<file path="config.mk">
export PLATFORM = sky130hd
export DESIGN_NAME = hist_fifo
export DESIGN_NICKNAME = d
export VERILOG_FILES = /design/src/rtl/hist_fifo_pkg.sv /design/src/rtl/hist_depth_ctrl.sv /design/src/rtl/hist_wr_ctrl.sv /design/src/rtl/hist_out_stage.sv /design/src/rtl/hist_fifo.sv
export SDC_FILE = /design/constraint.sdc
export NUM_CORES = 1
export LEC_CHECK = 0
export BUFFER_PORTS_ARGS = -buffer_cell sky130_fd_sc_hd__buf_4
export CELL_PAD_IN_SITES_DETAIL_PLACEMENT = 1
export CELL_PAD_IN_SITES_GLOBAL_PLACEMENT = 1
export CORE_MARGIN = 2
export CORE_UTILIZATION = 33
export DETAILED_ROUTE_END_ITERATION = 10
export GPL_ROUTABILITY_DRIVEN = 1
export PLACE_DENSITY_LB_ADDON = 0.1
export SLEW_MARGIN = 20
export SYNTH_ARGS = -nofsm -noshare
export SYNTH_HDL_FRONTEND = slang
export SYNTH_SLANG_ARGS = --single-unit
</file>
<file path="constraint.sdc">
create_clock -name clk -period 3.3 [get_ports clk]
set_input_delay 0.66 -clock clk [delete_from_list [all_inputs] [get_ports clk]]
set_output_delay 0.66 -clock clk [all_outputs]
set_load 0.03 [all_outputs]
</file>
<file path="src/rtl/hist_fifo_pkg.sv">
package hist_fifo_pkg;

  // Which pipeline path a sample travels on.
  typedef enum logic {
    PATH_BYPASS = 1'b0,
    PATH_STORE  = 1'b1
  } hist_path_e;

endpackage

</file>
<file path="src/rtl/hist_depth_ctrl.sv">
module hist_depth_ctrl #(
  parameter int MAX_DEPTH = 8192,
  parameter int DEPTH_W   = $clog2(MAX_DEPTH + 1)
) (
  input  logic               clk,
  input  logic               rst,
  input  logic [DEPTH_W-1:0] depth_i,
  output logic               change_o,
  output logic               bypass_o,
  output logic [DEPTH_W-1:0] eff_o
);

  localparam logic [DEPTH_W-1:0] MAX_V = DEPTH_W'(MAX_DEPTH);

  logic [DEPTH_W-1:0] raw_q;
  logic [DEPTH_W-1:0] eff_q;

  assign change_o = (depth_i != raw_q);
  assign bypass_o = (eff_q == '0);
  assign eff_o    = eff_q;

  always_ff @(posedge clk) begin
    if (rst) begin
      raw_q <= '0;
      eff_q <= '0;
    end else if (change_o) begin
      raw_q <= depth_i;
      eff_q <= (depth_i > MAX_V) ? MAX_V : depth_i;
    end
  end

  // the held value follows the request one edge after a change
  assert_depth_follows_R6: assert property (@(posedge clk) disable iff (rst)
    change_o |=> (raw_q == $past(depth_i)));

endmodule

</file>
<file path="src/rtl/hist_wr_ctrl.sv">
module hist_wr_ctrl #(
  parameter int ADDR_W  = 13,
  parameter int DEPTH_W = 14
) (
  input  logic               clk,
  input  logic               rst,
  input  logic               clr_i,
  input  logic               adv_i,
  input  logic [DEPTH_W-1:0] eff_i,
  output logic [ADDR_W-1:0]  wptr_o,
  output logic               full_o
);

  logic [ADDR_W-1:0]  wptr_q;
  logic [DEPTH_W-1:0] fill_q;
  logic               wrap;

  assign wrap   = (DEPTH_W'(wptr_q) == (eff_i - 1'b1));
  assign full_o = (eff_i != '0) && (fill_q == eff_i);
  assign wptr_o = wptr_q;

  always_ff @(posedge clk) begin
    if (rst || clr_i) begin
      wptr_q <= '0;
      fill_q <= '0;
    end else if (adv_i) begin
      wptr_q <= wrap ? '0 : wptr_q + 1'b1;
      if (!full_o) fill_q <= fill_q + 1'b1;
    end
  end

  assert_ptr_in_ring_R5: assert property (@(posedge clk) disable iff (rst)
    (eff_i != '0) |-> (DEPTH_W'(wptr_q) < eff_i));

  assert_fill_bounded_R3: assert property (@(posedge clk) disable iff (rst)
    fill_q <= eff_i);

  assert_change_clears_R6: assert property (@(posedge clk) disable iff (rst)
    clr_i |=> (wptr_q == '0 && fill_q == '0));

endmodule

</file>
<file path="src/rtl/hist_out_stage.sv">
module hist_out_stage
  import hist_fifo_pkg::*;
#(
  parameter int DATA_W = 16
) (
  input  logic              clk,
  input  logic              rst,
  input  logic              a_valid_i,
  input  hist_path_e        a_path_i,
  input  logic [DATA_W-1:0] a_data_i,
  input  logic [DATA_W-1:0] mem_rdata_i,
  output logic              out_valid_o,
  output logic [DATA_W-1:0] out_data_o
);

  logic              b_valid;
  hist_path_e        b_path;
  logic [DATA_W-1:0] b_data;

  always_ff @(posedge clk) begin
    if (rst) begin
      b_valid     <= 1'b0;
      b_path      <= PATH_BYPASS;
      b_data      <= '0;
      out_valid_o <= 1'b0;
      out_data_o  <= '0;
    end else begin
      b_valid     <= a_valid_i;
      b_path      <= a_path_i;
      b_data      <= a_data_i;
      out_valid_o <= b_valid;
      if (b_valid)
        out_data_o <= (b_path == PATH_BYPASS) ? b_data : mem_rdata_i;
    end
  end

  // every output sample left the capture stage two edges earlier
  assert_two_stage_delay_R4: assert property (@(posedge clk) disable iff (rst)
    out_valid_o |-> $past(a_valid_i, 2));

endmodule

</file>
<file path="src/rtl/hist_fifo.sv">
module hist_fifo
  import hist_fifo_pkg::*;
#(
  parameter int DATA_W    = 16,
  parameter int MAX_DEPTH = 8192,
  localparam int ADDR_W   = $clog2(MAX_DEPTH),
  localparam int DEPTH_W  = $clog2(MAX_DEPTH + 1)
) (
  input  logic               clk,
  input  logic               rst,
  input  logic [DEPTH_W-1:0] depth,
  input  logic               in_valid,
  input  logic [DATA_W-1:0]  in_data,
  output logic               out_valid,
  output logic [DATA_W-1:0]  out_data,
  output logic               mem_en,
  output logic               mem_we,
  output logic [ADDR_W-1:0]  mem_addr,
  output logic [DATA_W-1:0]  mem_wdata,
  input  logic [DATA_W-1:0]  mem_rdata
);

  logic               change;
  logic               bypass;
  logic [DEPTH_W-1:0] eff;
  logic [ADDR_W-1:0]  wptr;
  logic               full;
  logic               adv;

  logic               a_valid;
  hist_path_e         a_path;
  logic [DATA_W-1:0]  a_data;

  hist_depth_ctrl #(
    .MAX_DEPTH (MAX_DEPTH),
    .DEPTH_W   (DEPTH_W)
  ) i_depth (
    .clk      (clk),
    .rst      (rst),
    .depth_i  (depth),
    .change_o (change),
    .bypass_o (bypass),
    .eff_o    (eff)
  );

  assign adv = in_valid && !change && !bypass;

  hist_wr_ctrl #(
    .ADDR_W  (ADDR_W),
    .DEPTH_W (DEPTH_W)
  ) i_wr (
    .clk    (clk),
    .rst    (rst),
    .clr_i  (change),
    .adv_i  (adv),
    .eff_i  (eff),
    .wptr_o (wptr),
    .full_o (full)
  );

  // Capture stage: RAM command and the path tag of the sample.
  always_ff @(posedge clk) begin
    if (rst) begin
      mem_en    <= 1'b0;
      mem_we    <= 1'b0;
      mem_addr  <= '0;
      mem_wdata <= '0;
      a_valid   <= 1'b0;
      a_path    <= PATH_BYPASS;
      a_data    <= '0;
    end else begin
      mem_en  <= adv;
      mem_we  <= adv;
      if (adv) begin
        mem_addr  <= wptr;
        mem_wdata <= in_data;
      end
      a_valid <= in_valid && !change && (bypass || full);
      a_path  <= bypass ? PATH_BYPASS : PATH_STORE;
      if (in_valid) a_data <= in_data;
    end
  end

  hist_out_stage #(
    .DATA_W (DATA_W)
  ) i_out (
    .clk         (clk),
    .rst         (rst),
    .a_valid_i   (a_valid),
    .a_path_i    (a_path),
    .a_data_i    (a_data),
    .mem_rdata_i (mem_rdata),
    .out_valid_o (out_valid),
    .out_data_o  (out_data)
  );

  assert_we_needs_en_R8: assert property (@(posedge clk) disable iff (rst)
    mem_we |-> mem_en);

  assert_access_needs_valid_R8: assert property (@(posedge clk) disable iff (rst)
    mem_en |-> $past(in_valid));

  assert_reset_quiet_R1: assert property (@(posedge clk)
    $past(rst) |-> (!out_valid && !mem_en));

endmodule

</file>
==> impl_metrics.csv <==
group,metric,value,unit
status,status,"complete, no violations",
sta,report.final.slew_viol_count,0,
yosys,async_reset_ff_share,0,%
finish,fill_cells,2085,
yosys,synth_top_family_by_area,"simple AND/OR/NAND/NOR gates",
yosys,synth_enable_flop_cells,0,
sta,period_share,84.3,%
yosys,synthTopCellsByArea,"dfxtp_1 (46%), mux2i_1 (5.5%), nand2_1 (4.8%)",
yosys,synthMuxAreaShare,5.45,%
yosys,synthCells,668,
finish,nets,798,
worst_setup_path,cp_data_required_time,3.58,ns
sta,maxSlewHeadroom,35.5,%
yosys,synthDistinctLibCells,49,
sta,hold_viol,0,
cts,cts_buffer_depth,2,
worst_setup_path,reg2reg_to,"i_wr.wptr_o[10]$_SDFFE_PP0P_",
finish,fin_util,42.1,%
yosys,synth_common_cells,"dfxtp_1 (138), nand2_1 (78), nor2_1 (52)",
finish,drive_above_1_share,20.1,%
yosys,syn_nets,720,
worst_setup_path,endpoint,"i_wr.wptr_o[10]$_SDFFE_PP0P_",
finish,multi_input_area,3030,µm²
grt,antenna_found_initial,0,
grt,grt-ovfl-total,0,
finish,register_area,2760,µm²
placement,gp_congestion,0.783,
grt,grt_pass1_wl,28700,µm
floorplanning,die_w,139,µm
worst_setup_path,reg2reg_depth,8,
floorplanning,rows,49,
yosys,synth_flop_cell,"dfxtp_1",
worst_setup_path,critPathKind,"reg2reg",
floorplanning,core_area,18000,µm²
placement,preCtsSetupSlack,0.471,ns
cts,path_clk_slew,0.06,ns
power_and_ir_drop,ir_worst_vdd,341,µV
yosys,synth-xor-area-share,8.39,%
drt,routed_wl,17700,µm
yosys,syn_area,6060,µm²
drt,dr.pass1.iters,4,
drt,drc,0,
yosys,yosys_warnings,0,
yosys,ys_ff_latch,138,
yosys,synthSimpleGateAreaFrac,23.0,%
sta,tightest_slew,0.966,ns
finish,final_area,7560,µm²
worst_setup_path,crit_arrival,3.06,ns
job,drv_cap,0,
cts,cts-resized-gates,0,
drt,wl_per_cell,17.9,µm
drt,dr_total_vias,5021,
grt,grt_max_degree,82,
cts,cts_tree,"yes",
sta,rsz0062_at_grt,"false",
yosys,synth-seq-area-share,45.6,%
yosys,synth_top_area_share,45.6,%
yosys,synthAdderAreaFrac,0.620,%
sta,setup_viol,0,
worst_setup_path,r2r_setup_slack,0.52,ns
drt,viasPerCell,5.09,
worst_setup_path,r2r_start,"i_depth.eff_o[0]$_SDFFE_PP0P_",
yosys,synth_area_leader_cell,"dfxtp_1",
floorplanning,die_area,19500,µm²
cts,cts-root-buf,"clkbuf_16",
sta,tns,0,ns
worst_setup_path,cp_max_fo,9,
grt,grt_pass1_vias,5298,
power_and_ir_drop,p_total,4.06,mW
cts,cts_buffers,17,
sta,timing.fmax,0.359,GHz
worst_setup_path,startpoint,"i_depth.eff_o[0]$_SDFFE_PP0P_",
floorplanning,ios,97,
placement,place_area,6940,µm²
worst_setup_path,cpPeakStageDelay,0.50,ns
cts,postCtsSetupBuffers,0,
finish,syn2layout_area_growth,24.9,%
worst_setup_path,path_cells,"inv_1 > ha_1 > nor3b_1 > xnor2_1 > nor4_1 > nand4b_2 > nor4_4 > a211oi_1",
power_and_ir_drop,p_leak,2.87,nW
drt,antenna_left,0,
floorplanning,dieHeight,139,µm
cts,cts_num_sinks,138,
floorplanning,start_util,33.7,%
drt,drt_iter0_markers,195,
cts,clock_latency,0.43,ns
placement,hpwl,12400,µm
yosys,avgSynthCellArea,9.07,µm²
sta,setup_ws,0.518,ns
sta,skew,0.00850,ns
min_path,hp-class,"reg2reg",
power_and_ir_drop,powerDensity,536,nW/µm²
placement,port_buffers,96,
sta,min_period,2.78,ns
yosys,yosys.cell_count.top_type,"dfxtp_1",
worst_setup_path,end_kind,"flip-flop",
grt,grt_use_total,18.5,%
yosys,synth-compound-area-share,12.4,%
worst_setup_path,cp_slowest_cell,"nor4_4",
worst_setup_path,cp-start-kind,"flip-flop",
finish,diodes,0,
cts,htree_levels,4,
cts,hold_buffers,0,
## layout by cell type, fill, tap and decap left out, drive strengths merged, types with 2 or more instances in the layout
cell / netlist / routed
mux2i: 33 / 33
a211oi: 28 / 28
nor3b: 2 / 2
nand3: 11 / 11
dfxtp: 138 / 138
a21oi: 43 / 43
or3: 7 / 7
and2: 3 / 3
a31oi: 2 / 2
nand2b: 7 / 7
bufinv: 0 / 4
nor3: 8 / 8
o21ai: 15 / 15
nand4: 13 / 13
nor2: 52 / 52
and3: 5 / 5
clkbuf: 31 / 18
ha: 3 / 3
and4: 6 / 6
nor4b: 3 / 3
a22o: 11 / 11
nor2b: 34 / 34
xor2: 33 / 33
nand2: 79 / 79
inv: 16 / 18
xnor2: 25 / 25
clkinv: 0 / 3
clkinvlp: 0 / 4
o41ai: 7 / 7
a21boi: 2 / 2
buf: 17 / 107
nor4: 24 / 24
## metal layers
metal / global-route usage [%] / routed length (µm) / vias up
li1: - / - / 2471
met1: 24.6 / 8540 / 2433
met2: 30.0 / 8140 / 91
met3: 4.37 / 722 / 26
met4: 5.69 / 266 / 0
met5: 0 / 0 / -
## sequential cells by signal, indices dropped and copies added (netlist names)
register and count:
i_out.out_valid_o 1, i_wr.fill_q 14, a_valid 1, mem_addr 13, i_depth.raw_q 14, i_out.b_data 16, i_depth.eff_o 14, mem_we 1
a_path 1, mem_wdata 16, i_out.b_path 1, i_out.out_data_o 16, a_data 16, i_out.b_valid 1, i_wr.wptr_o 13
## per-stage QoR
step / instances / hold slack, ns
final: 987 / 0.442
after global routing: 987 / 0.472
after CTS: 987 / 0.444
after detailed placement: 956 / 0.431
after global placement: 956 / 0.418
after floorplan: 668 / 0.414
## power breakdown
| part | switching (mW) | internal (mW) | leakage, nW |
|---|---|---|---|
| Combinational | 0.151 | 0.129 | 1.46 |
| Sequential | 0.0387 | 1.70 | 1.12 |
| Clock | 0.766 | 1.27 | 0.289 |
## area by class of cell
type                            instances  area share, %
Inverter                               16          0.794
Timing Repair Buffer                  107           10.6
Multi-Input combinational cell        466           40.0
Sequential cell                       138           36.5
Clock inverter                         13           2.56
Clock buffer                           18           5.68
Tap cell                              229           3.79
## kinds of logic after synthesis
| family | count (synthesis) |
|---|---|
| AOI/OAI and AO/OA | 115 |
| xor gates and xnor gates | 58 |
| adders and majority gates | 3 |
| buffers and inverters | 64 |
| DFF | 138 |
| muxes | 33 |
| and+or+nand+nor | 257 |
## how the worst min path moves through the flow
stage                     cells past startpoint  slack, ns          startpoint                       end
final                                         1       0.44   a_path$_SDFF_PP0_   i_out.b_path$_SDFF_PP0_
after global routing                          1       0.47  a_valid$_SDFF_PP0_  i_out.b_valid$_SDFF_PP0_
after CTS                                     1       0.44   a_path$_SDFF_PP0_   i_out.b_path$_SDFF_PP0_
after detailed placement                      1       0.43   a_path$_SDFF_PP0_   i_out.b_path$_SDFF_PP0_
after global placement                        1       0.42   a_path$_SDFF_PP0_   i_out.b_path$_SDFF_PP0_
after floorplan                               1       0.41   a_path$_SDFF_PP0_   i_out.b_path$_SDFF_PP0_
## critical path: cells and delay by family (launching register included)
kind / cells / cell delay (ns)
simple gates: 4 / 1.49
flops: 1 / 0.45
fa+ha+maj: 1 / 0.30
compound gates: 1 / 0.17
xor+xnor: 1 / 0.14
buf+inv: 1 / 0.09
No activity file was read; power rests on OpenSTA's default activity.
